## src/rtl/pc_enc_pkg.sv

```systemverilog
package pc_enc_pkg;

  typedef enum logic {
    KIND_DATA  = 1'b0,
    KIND_CHECK = 1'b1
  } flit_kind_e;

  // number of column check bits (without the overall parity bit)
  function automatic int chk_width(input int fw);
    int p;
    p = 1;
    while ((1 << p) < fw + p + 1) p++;
    return p;
  endfunction

  // 1-based codeword position of data bit idx (skips powers of two)
  function automatic int data_pos(input int idx);
    int pos;
    int cnt;
    pos = 0;
    cnt = -1;
    while (cnt < idx) begin
      pos++;
      if ((pos & (pos - 1)) != 0) cnt++;
    end
    return pos;
  endfunction

  // data bits covered by column check bit j
  function automatic logic [63:0] col_mask(input int fw, input int j);
    logic [63:0] m;
    m = '0;
    for (int i = 0; i < fw; i++) begin
      if (((data_pos(i) >> j) & 1) == 1) m[i] = 1'b1;
    end
    return m;
  endfunction

endpackage

```

## src/rtl/pc_secded_enc.sv

```systemverilog
module pc_secded_enc
  import pc_enc_pkg::*;
#(
  parameter int FLIT_W = 16,
  localparam int P      = chk_width(FLIT_W),
  localparam int CODE_W = FLIT_W + P + 1
) (
  input  logic [FLIT_W-1:0] data_i,
  output logic [CODE_W-1:0] code_o
);

  logic [P-1:0] chk;

  for (genvar j = 0; j < P; j++) begin : g_chk
    localparam logic [63:0] MASK = col_mask(FLIT_W, j);
    assign chk[j] = ^(data_i & MASK[FLIT_W-1:0]);
  end

  assign code_o = {^{chk, data_i}, chk, data_i};

endmodule

```

## src/rtl/pc_row_acc.sv

```systemverilog
module pc_row_acc #(
  parameter int FLIT_W = 16
) (
  input  logic              clk,
  input  logic              rst_n,
  input  logic              take_i,
  input  logic              last_i,
  input  logic [FLIT_W-1:0] data_i,
  output logic [FLIT_W-1:0] pcb_o,
  output logic              held_o
);

  logic [FLIT_W-1:0] acc_q, acc_d;
  logic [FLIT_W-1:0] pcb_q, pcb_d;
  logic              held_q, held_d;
  logic              mid_q, mid_d;
  logic [FLIT_W-1:0] row;

  assign row = acc_q ^ data_i;

  always_comb begin
    acc_d  = acc_q;
    pcb_d  = pcb_q;
    held_d = held_q;
    mid_d  = mid_q;
    if (!mid_q) held_d = 1'b0;
    if (last_i) begin
      pcb_d  = row;
      held_d = 1'b1;
      acc_d  = '0;
      mid_d  = 1'b0;
    end else begin
      acc_d  = row;
      mid_d  = 1'b1;
    end
  end

  always_ff @(posedge clk or negedge rst_n) begin
    if (!rst_n) begin
      acc_q  <= '0;
      pcb_q  <= '0;
      held_q <= 1'b0;
      mid_q  <= 1'b0;
    end else if (take_i) begin
      acc_q  <= acc_d;
      pcb_q  <= pcb_d;
      held_q <= held_d;
      mid_q  <= mid_d;
    end
  end

  assign pcb_o  = pcb_q;
  assign held_o = held_q;

  // closing flit leaves a clean accumulator and a held word
  assert_acc_clear_R4: assert property (@(posedge clk) disable iff (!rst_n)
    take_i && last_i |=> (acc_q == '0) && held_q);

  // opening flit of a longer packet discards the held word
  assert_hold_drop_R7: assert property (@(posedge clk) disable iff (!rst_n)
    take_i && !mid_q && !last_i |=> !held_q);

endmodule

```

## src/rtl/pc_out_reg.sv

```systemverilog
module pc_out_reg
  import pc_enc_pkg::*;
#(
  parameter int CODE_W = 22
) (
  input  logic              clk,
  input  logic              rst_n,
  input  logic              load_i,
  input  logic [CODE_W-1:0] data_i,
  input  logic              last_i,
  input  flit_kind_e        kind_i,
  input  logic              ready_i,
  output logic              valid_o,
  output logic [CODE_W-1:0] data_o,
  output logic              last_o,
  output flit_kind_e        kind_o
);

  logic              valid_q, valid_d;
  logic [CODE_W-1:0] data_q;
  logic              last_q;
  flit_kind_e        kind_q;

  always_comb begin
    valid_d = valid_q;
    if (valid_q && ready_i) valid_d = 1'b0;
    if (load_i)             valid_d = 1'b1;
  end

  always_ff @(posedge clk or negedge rst_n) begin
    if (!rst_n) valid_q <= 1'b0;
    else        valid_q <= valid_d;
  end

  always_ff @(posedge clk or negedge rst_n) begin
    if (!rst_n) begin
      data_q <= '0;
      last_q <= 1'b0;
      kind_q <= KIND_DATA;
    end else if (load_i) begin
      data_q <= data_i;
      last_q <= last_i;
      kind_q <= kind_i;
    end
  end

  assign valid_o = valid_q;
  assign data_o  = data_q;
  assign last_o  = last_q;
  assign kind_o  = kind_q;

  // a stalled flit is held unchanged
  assert_stall_stable_R9: assert property (@(posedge clk) disable iff (!rst_n)
    valid_q && !ready_i |=> valid_q && $stable(data_q) && $stable(last_q) && $stable(kind_q));

endmodule

```

## src/rtl/pc_prod_encoder.sv

```systemverilog
module pc_prod_encoder
  import pc_enc_pkg::*;
#(
  parameter int FLIT_W = 16,
  localparam int P      = chk_width(FLIT_W),
  localparam int CODE_W = FLIT_W + P + 1
) (
  input  logic              clk,
  input  logic              rst_n,
  input  logic              in_valid,
  output logic              in_ready,
  input  logic [FLIT_W-1:0] in_data,
  input  logic              in_last,
  output logic              out_valid,
  input  logic              out_ready,
  output logic [CODE_W-1:0] out_data,
  output logic              out_last,
  output logic              out_check,
  input  logic              retx_req
);

  logic [CODE_W-1:0] dat_code;
  logic [CODE_W-1:0] coc_code;
  logic [FLIT_W-1:0] pcb;
  logic              held;
  logic              retx_take;
  logic              take;
  logic              load;
  logic [CODE_W-1:0] load_data;
  logic              load_last;
  flit_kind_e        load_kind;
  flit_kind_e        out_kind;

  // column code on the data path (stage one)
  pc_secded_enc #(.FLIT_W(FLIT_W)) u_col_enc (
    .data_i (in_data),
    .code_o (dat_code)
  );

  // row parity accumulation and hold (stage two)
  pc_row_acc #(.FLIT_W(FLIT_W)) u_row_acc (
    .clk    (clk),
    .rst_n  (rst_n),
    .take_i (take),
    .last_i (in_last),
    .data_i (in_data),
    .pcb_o  (pcb),
    .held_o (held)
  );

  // column code over the row parity word: checks-on-checks (stage three)
  pc_secded_enc #(.FLIT_W(FLIT_W)) u_coc_enc (
    .data_i (pcb),
    .code_o (coc_code)
  );

  always_comb begin
    retx_take = retx_req && !out_valid && held;
    in_ready  = (!out_valid || out_ready) && !retx_take;
    take      = in_valid && in_ready;
    load      = take || retx_take;
    if (retx_take) begin
      load_data = coc_code;
      load_last = 1'b1;
      load_kind = KIND_CHECK;
    end else begin
      load_data = dat_code;
      load_last = in_last;
      load_kind = KIND_DATA;
    end
  end

  pc_out_reg #(.CODE_W(CODE_W)) u_out (
    .clk     (clk),
    .rst_n   (rst_n),
    .load_i  (load),
    .data_i  (load_data),
    .last_i  (load_last),
    .kind_i  (load_kind),
    .ready_i (out_ready),
    .valid_o (out_valid),
    .data_o  (out_data),
    .last_o  (out_last),
    .kind_o  (out_kind)
  );

  assign out_check = (out_kind == KIND_CHECK);

  // every emitted flit has even overall weight
  assert_even_weight_R2: assert property (@(posedge clk) disable iff (!rst_n)
    out_valid |-> (^out_data) == 1'b0);

  // the check packet is one flit long
  assert_check_single_R5: assert property (@(posedge clk) disable iff (!rst_n)
    out_valid && out_check |-> out_last);

  // a fresh check flit follows a request seen while the output was empty
  assert_check_cause_R6: assert property (@(posedge clk) disable iff (!rst_n)
    out_valid && out_check && !$past(out_valid && out_check)
      |-> $past(retx_req) && !$past(out_valid));

  // no input is taken while the output is stalled
  assert_stall_block_R9: assert property (@(posedge clk) disable iff (!rst_n)
    out_valid && !out_ready |-> !in_ready);

endmodule

```

## config.mk

```make
export PLATFORM = sky130hd
export DESIGN_NAME = pc_prod_encoder
export DESIGN_NICKNAME = d
export VERILOG_FILES = /design/src/rtl/pc_enc_pkg.sv /design/src/rtl/pc_secded_enc.sv /design/src/rtl/pc_row_acc.sv /design/src/rtl/pc_out_reg.sv /design/src/rtl/pc_prod_encoder.sv
export SDC_FILE = /design/constraint.sdc
export NUM_CORES = 1
export LEC_CHECK = 0
export ABC_AREA = 1
export BUFFER_PORTS_ARGS = -buffer_cell sky130_fd_sc_hd__buf_2
export CORE_MARGIN = 2
export CORE_UTILIZATION = 49
export CTS_CLUSTER_SIZE = 24
export DETAILED_ROUTE_END_ITERATION = 8
export PLACE_DENSITY = 0.69
export SETUP_SLACK_MARGIN = 0.2
export SLEW_MARGIN = 5
export SYNTH_ARGS = -nofsm -noshare
export SYNTH_HDL_FRONTEND = slang
export SYNTH_SLANG_ARGS = --single-unit
export TNS_END_PERCENT = 1
```

## constraint.sdc

```tcl
create_clock -name clk -period 2.88 [get_ports clk]
set_clock_uncertainty 0.15 [all_clocks]
set_input_delay 0.288 -clock clk [delete_from_list [all_inputs] [get_ports clk]]
set_output_delay 0.288 -clock clk [all_outputs]
set_load 0.1 [all_outputs]
```

# Word level (Yosys, flattened, before mapping)
# Index checks and enable logic that the tools add are counted.
[totals]
output_inout_bits = 26
reg_bits = 59
in_bits = 22
elab_cells = 43
[op_classes]
muxes = 9
n_eq_ne = 1
reduce_logical = 24
bitwise = 1
[op_table]
columns = ["operator", "count"]
rows = [
  ["16-bit XOR reduction", 10],
  ["21-bit XOR reduction", 2],
  ["22-bit 2-to-1 mux", 1],
  ["16-bit 2-to-1 mux", 1],
  ["16-bit bitwise XOR", 1],
  ["1-bit 2-to-1 mux", 7],
  ["1-bit logical AND", 5],
  ["2-bit AND reduction", 2],
  ["1-bit zero test", 2],
  ["1-bit logical OR", 2],
  ["2-bit inequality test, second input constant", 1],
  ["2-bit nonzero test", 1],
]

# Depth between registers and ports, before layout
[logic_depth]
depth_word = 8
ltp_mapped = 16
ltp_nobuf = 16

# Modules after synthesis
# Synthesis repeated with hierarchy kept, for this count alone.
[hier_totals]
cells_unflattened = 705
hier_area_um2 = 4554.4
[modules_own_cells]
columns = ["module", "seq_area_each_um2", "cells_each", "area_per_inst_um2", "n_inst"]
rows = [
  ["pc_secded_enc", 0.0, 155, 815.8, 2],
  ["pc_row_acc", 850.8, 206, 1565.3, 1],
  ["pc_out_reg", 625.6, 106, 1006.0, 1],
  ["pc_prod_encoder", 0.0, 83, 351.6, 1],
]

# Worst setup path before layout
# OpenSTA, ideal clock, no wires.
[synth_timing]
path_kind = "reg-to-reg"
startpoint = "reg u_out.valid_q, in the netlist u_out.valid_o"
endpoint = "reg u_out.data_q[12], in the netlist u_out.data_o[12]"
path_slack_ns = -0.373
path_buffers = 1
setup_ns = 0.135
arrival_ns = 2.968
required_time_ns = 2.595
stages_incl_launch_ff = 9
period_less_slack_ns = 3.253
path_cell_list = "dfrtp_1 > nor3_4 > a21oi_2 > nand2_2 > inv_4 > nor2_4 > buf_4 > a22oi_1 > o21ai_0"
[synth_via]
elab_chain_cells = 7
word_cells_on_any_way = 9
classes_between = "mux (1); reduce/logical (8)"
[synth_rtl]
columns = ["element", "line_no", "text"]
rows = [
  ["start, declared", "pc_out_reg.sv:19", "logic valid_q, valid_d;"],
  ["start signal, assigned", "pc_out_reg.sv:32", "else valid_q <= valid_d;"],
  ["1-bit zero test (*)", "pc_prod_encoder.sv:58, pc_prod_encoder.sv:59", ""],
  ["1-bit logical AND (2 in a row)", "pc_prod_encoder.sv:58", "retx_take = retx_req && !out_valid && held;"],
  ["1-bit zero test", "pc_prod_encoder.sv:59", "in_ready = (!out_valid || out_ready) && !retx_take;"],
  ["1-bit logical AND (*)", "pc_prod_encoder.sv:59", ""],
  ["via in_ready", "pc_prod_encoder.sv:11", "output logic in_ready,"],
  ["1-bit logical AND (*)", "pc_prod_encoder.sv:60", "take = in_valid && in_ready;"],
  ["1-bit logical OR (*)", "pc_prod_encoder.sv:61", "load = take || retx_take;"],
  ["end signal, assigned", "pc_out_reg.sv:41", "data_q <= data_i;"],
  ["end, declared", "pc_out_reg.sv:20", "logic [CODE_W-1:0] data_q;"],
]
# Mark *: on every way through the listed nets, which the timed path passes. The rest lies on a longest branch.
# A chain may end at the register's enable or synchronous reset.

# Worst setup path after layout
[layout_timing]
startpoint = "reg u_out.valid_q, in the netlist u_out.valid_o"
endpoint = "reg u_out.data_q[13], in the netlist u_out.data_o[13]"
[layout_via]
elab_chain_cells = 7
word_cells_on_any_way = 9
classes_between = "mux (1); reduce/logical (8)"
[layout_rtl]
columns = ["element", "line_no"]
rows = [
  ["1-bit zero test (*)", "pc_prod_encoder.sv:58, pc_prod_encoder.sv:59"],
  ["1-bit logical AND (2 in a row)", "pc_prod_encoder.sv:58"],
  ["1-bit zero test", "pc_prod_encoder.sv:59"],
  ["1-bit logical AND", "pc_prod_encoder.sv:59"],
  ["1-bit logical AND", "pc_prod_encoder.sv:60"],
  ["1-bit logical OR", "pc_prod_encoder.sv:61"],
]
# Every way passes the cells marked *; elsewhere a longest branch is shown, timed or not.

==> flow_results.org <==
** Run status
- The flow ran to the end, but the final reports show violations.
- The checks that failed: design-rule violations.

** Routing
- Detailed Routing Iterations Pass 1 :: 8
- Number of vias per cell :: 5.234
- Remaining antenna violation count :: 0
- First DRT Iteration DRCs :: 265
- Wire length per cell :: 14.08 µm
- Total detailed-routing wirelength :: 11070 µm
- After detailed routing, the number of remaining DRC violations is 2.
- Via Count :: 4114

** Power and ir drop
- Static Leakage :: 0.002538 µW
- VDD sags by at most 0.0005905 V.
- Summing internal, switching and leakage power gives 4595 µW.
- Pwr dens :: 991.5 nW/µm²

** GRT
- Entering global routing, the biggest net connects 60 pins.
- Overall routing resource usage :: 24.92%
- Antenna violations before repair :: 0
- GRT overflow :: 0
- Number of global-route vias before repair :: 3620
- Wire length of the first global-routing pass :: 17490 µm

** Floorplan
- Total die area :: 9249 µm²
- Row generation in the floorplan step produced 33 rows.
- The floorplan step set the die height to 96.17 µm.
- In this run the count of I/O pins placed on the die edge is 48.
- Die width :: 96.17 µm
- Once the floorplan was initialized, standard cells occupied 50.66% of the core.
- The floorplan step defined a core boundary enclosing 8217 µm².

** Timing
- Transition time of the tightest slew-check pin :: 0.7380 ns
- Setup repair after global routing left no endpoint under its margin.
- Max-slew headroom at the worst pin :: 50.80%
- For this run, the top clock speed supported by timing is 0.4424 GHz.
- The number of max-slew violations in the final report is 0.
- Dividing the final minimum period by the clock period gives 78.48%.
- Setup violations, final :: 0
- Setup ws final :: 0.6197 ns
- Setup TNS Final :: 0 ns
- The count of endpoints failing hold in the final timing report came to 0.
- Final worst path period need :: 2.260 ns

** Synth
- In the synthesized netlist the dominant register cell turns out to be sky130_fd_sc_hd__dfrtp_1.
- Synthesized area divided by synthesized cell count :: 6.545 µm²
- The netlist uses 25 different library cells.
- Nets in the synthesized netlist :: 658
- Gate Count Post-Synth :: 636
- Sequential area share after synthesis :: 35.47%
- Netlist Area Pre-Place :: 4163 µm²
- After synthesis the netlist holds a flip-flop and latch count of 59.
- In this run, synthesis inferred 0 flip-flops with an integrated enable.
- The Yosys step of the flow raised 0 warnings.
- After synthesis, the share of flip-flops with an asynchronous set or reset is 100.0%.

** Critical path
- Data arrival time at the worst-slack endpoint :: 2.35 ns
- Slowest CP cell :: sky130_fd_sc_hd__dfrtp_2
- Crit start category :: register
- Counting both buffers and inverters, the worst setup path holds a total of 1.
- Required time of the critical path :: 2.97 ns
- Instance count on the critical path :: 7
- The worst setup path is captured at a register.
- Critical path, cell by cell :: nor3_4, a21oi_4, nand2_2, inv_4, nor2_4, a22oi_1, o21ai_0
- For the worst flop-to-flop path, the logic depth is 7.
- The setup path with the least slack is of type register to register.
- Startpoint of the most critical setup path :: u_out.valid_o
- The critical path ends at u_out.data_o[13].
- The worst register-to-register path has a setup slack of 0.62 ns.
- For this run, the slowest stage of the critical path takes 0.44 ns.
- Of all nets on the critical path, the largest fanout is 22.
- Startpoint of the worst register-to-register path :: u_out.valid_o
- In this design, the largest share of critical-path delay is due to simple AND/OR/NAND/NOR gates.
- RR Endpoint :: u_out.data_o[13]

** CTS
- # hold bufs at CTS :: 1
- TritonCTS built the clock tree.
- Counting along the longest clock path gives a buffer depth of 2.
- At the later pin of the worst-skew pair, clock insertion delay measures 0.34 ns.
- The tree built by TritonCTS fans out to 59 sinks.
- The H-tree was split into 3 levels.
- Count of buffers added by post-CTS timing repair for setup :: 0
- After clock tree synthesis, the clock-pin slew on the worst setup and hold paths is 0.07 ns.
- Cts bufs inserted :: 9
- Cts repair resizes :: 0
- Root buffer cell :: sky130_fd_sc_hd__clkbuf_8

** Final layout
- Final core occ :: 56.40%
- Proportion of layout cells with a drive suffix above 1 :: 15.12%
- Excluding fillers, the count of instances in the completed layout stands at 786.
- Compared with the post-synthesis result, the final layout area differs by 11.33%.
- The repair_antennas step left the layout with diodes totalling 0.
- Net count reported at finish :: 699

** Placed design
- The congestion estimate from routability-driven global placement came to 0.8857.
- DP Wirelength :: 8585 µm
- The count of buffers added on input and output ports is 47.
- Worst setup slack before clock tree synthesis :: 0.6545 ns
- After detailed placement, the design holds a cell count of 770.

** Hold path
- Type of the most critical hold path :: input pin to register
- Number of cells on the worst hold path :: 3

** Flow run
- Across the run, the number of max-cap violations was 0.
report_power, final:
| group | switching [µW] | internal, µW | leakage [µW] | total [µW] |
|---|---|---|---|---|
| Clock | 329 | 392 | 0.0000881 | 720 |
| Combinational | 1930 | 674 | 0.00171 | 2600 |
| Sequential | 231 | 1040 | 0.000736 | 1270 |
| Total | 2490 | 2110 | 0.00254 | 4600 |
registers in the layout, summed over array words and instances (netlist names):
| signal | count |
|---|---|
| u_out.data_o | 22 |
| u_out.kind_o | 1 |
| u_out.last_o | 1 |
| u_out.valid_o | 1 |
| u_row_acc.acc_q | 16 |
| u_row_acc.held_o | 1 |
| u_row_acc.mid_q | 1 |
| u_row_acc.pcb_o | 16 |
Yosys cell counts (2+ instances only):
library cell,n,share of area [%]
sky130_fd_sc_hd__nand2_1,312,28
sky130_fd_sc_hd__buf_2,10,1.2
sky130_fd_sc_hd__nand3_2,3,0.72
sky130_fd_sc_hd__nand3b_1,2,0.36
sky130_fd_sc_hd__dfrtp_1,59,35
sky130_fd_sc_hd__nand2_2,19,2.9
sky130_fd_sc_hd__inv_2,12,1.1
sky130_fd_sc_hd__xnor2_1,22,4.6
sky130_fd_sc_hd__clkbuf_1,3,0.27
sky130_fd_sc_hd__nor2_1,6,0.54
sky130_fd_sc_hd__nand3_1,68,8.2
sky130_fd_sc_hd__inv_1,41,3.7
sky130_fd_sc_hd__o21ai_0,39,4.7
sky130_fd_sc_hd__o221ai_1,13,2.7
sky130_fd_sc_hd__o211ai_1,2,0.36
sky130_fd_sc_hd__a22oi_1,6,1.1
sky130_fd_sc_hd__xor2_1,6,1.3
sky130_fd_sc_hd__buf_4,6,1.1
placed cells by master, fill, tap and decap left out, types with 9 or more instances in the layout:
master,instances
sky130_fd_sc_hd__buf_2,47
sky130_fd_sc_hd__clkbuf_8,9
sky130_fd_sc_hd__dfrtp_1,58
sky130_fd_sc_hd__inv_1,41
sky130_fd_sc_hd__inv_2,12
sky130_fd_sc_hd__nand2_1,312
sky130_fd_sc_hd__nand2_2,19
sky130_fd_sc_hd__nand3_1,68
sky130_fd_sc_hd__o21ai_0,39
sky130_fd_sc_hd__o221ai_1,13
sky130_fd_sc_hd__xnor2_1,22
worst min-delay path by stage:
| stage | startpoint | end | slack [ns] |
|---|---|---|---|
| floorplan | rst_n | u_out.data_o[0] | -0.16 |
| detailed placement | rst_n | u_row_acc.acc_q[3] | 0.33 |
| global placement | rst_n | u_row_acc.acc_q[2] | 0.32 |
| CTS | in_valid | u_out.valid_o | 0.02 |
| global route | in_valid | u_out.valid_o | 0.05 |
| finish | in_valid | u_out.valid_o | 0.03 |
stage by stage:
stage	instance area (µm²)	hold WS, ns
after detailed placement	4442	0.3289
final	4634	0.02671
after global routing	4634	0.04884
after global placement	4442	0.3181
after CTS	4634	0.02316
after floorplan	4172	-0.1576
cell type report:
| cell class | instances | area, µm² |
|---|---|---|
| multi-input cells | 503 | 2377 |
| flip-flops and latches | 59 | 1478 |
| fillers | 823 | 3582 |
| clock buffers | 10 | 127.6 |
| clock inverters | 5 | 55.05 |
| repair buffers | 50 | 260.3 |
| well taps | 105 | 131.4 |
| inverters | 54 | 205.2 |
kinds of logic (layout without fill, tap and decap cells):
group           after synthesis  in the layout  share of synthesized area, %
compound gates               62             62                         9.197
xor+xnor                     29             29                         6.282
buf+inv                      74            119                         7.604
flops                        59             59                         35.47
simple gates                412            412                         41.45
routing by layer:
metal  vias up  global-route usage, %  part of all wire, %
met1      1908                  36.45                   49
li1       2101                      -                    -
met4         0                  6.190                  1.2
met2        93                  38.95                   46
met3        12                  3.367                  4.1
met5         -                      0                    0
worst reg2reg max path: cells and delay by family, from the launching register on:
kind	cells	cell delay [ns]
AOI/OAI and AO/OA	3	0.32
buffers and inverters	1	0.14
DFF	1	0.44
and+or+nand+nor	3	1.12
(Power assumes the default switching activity.)
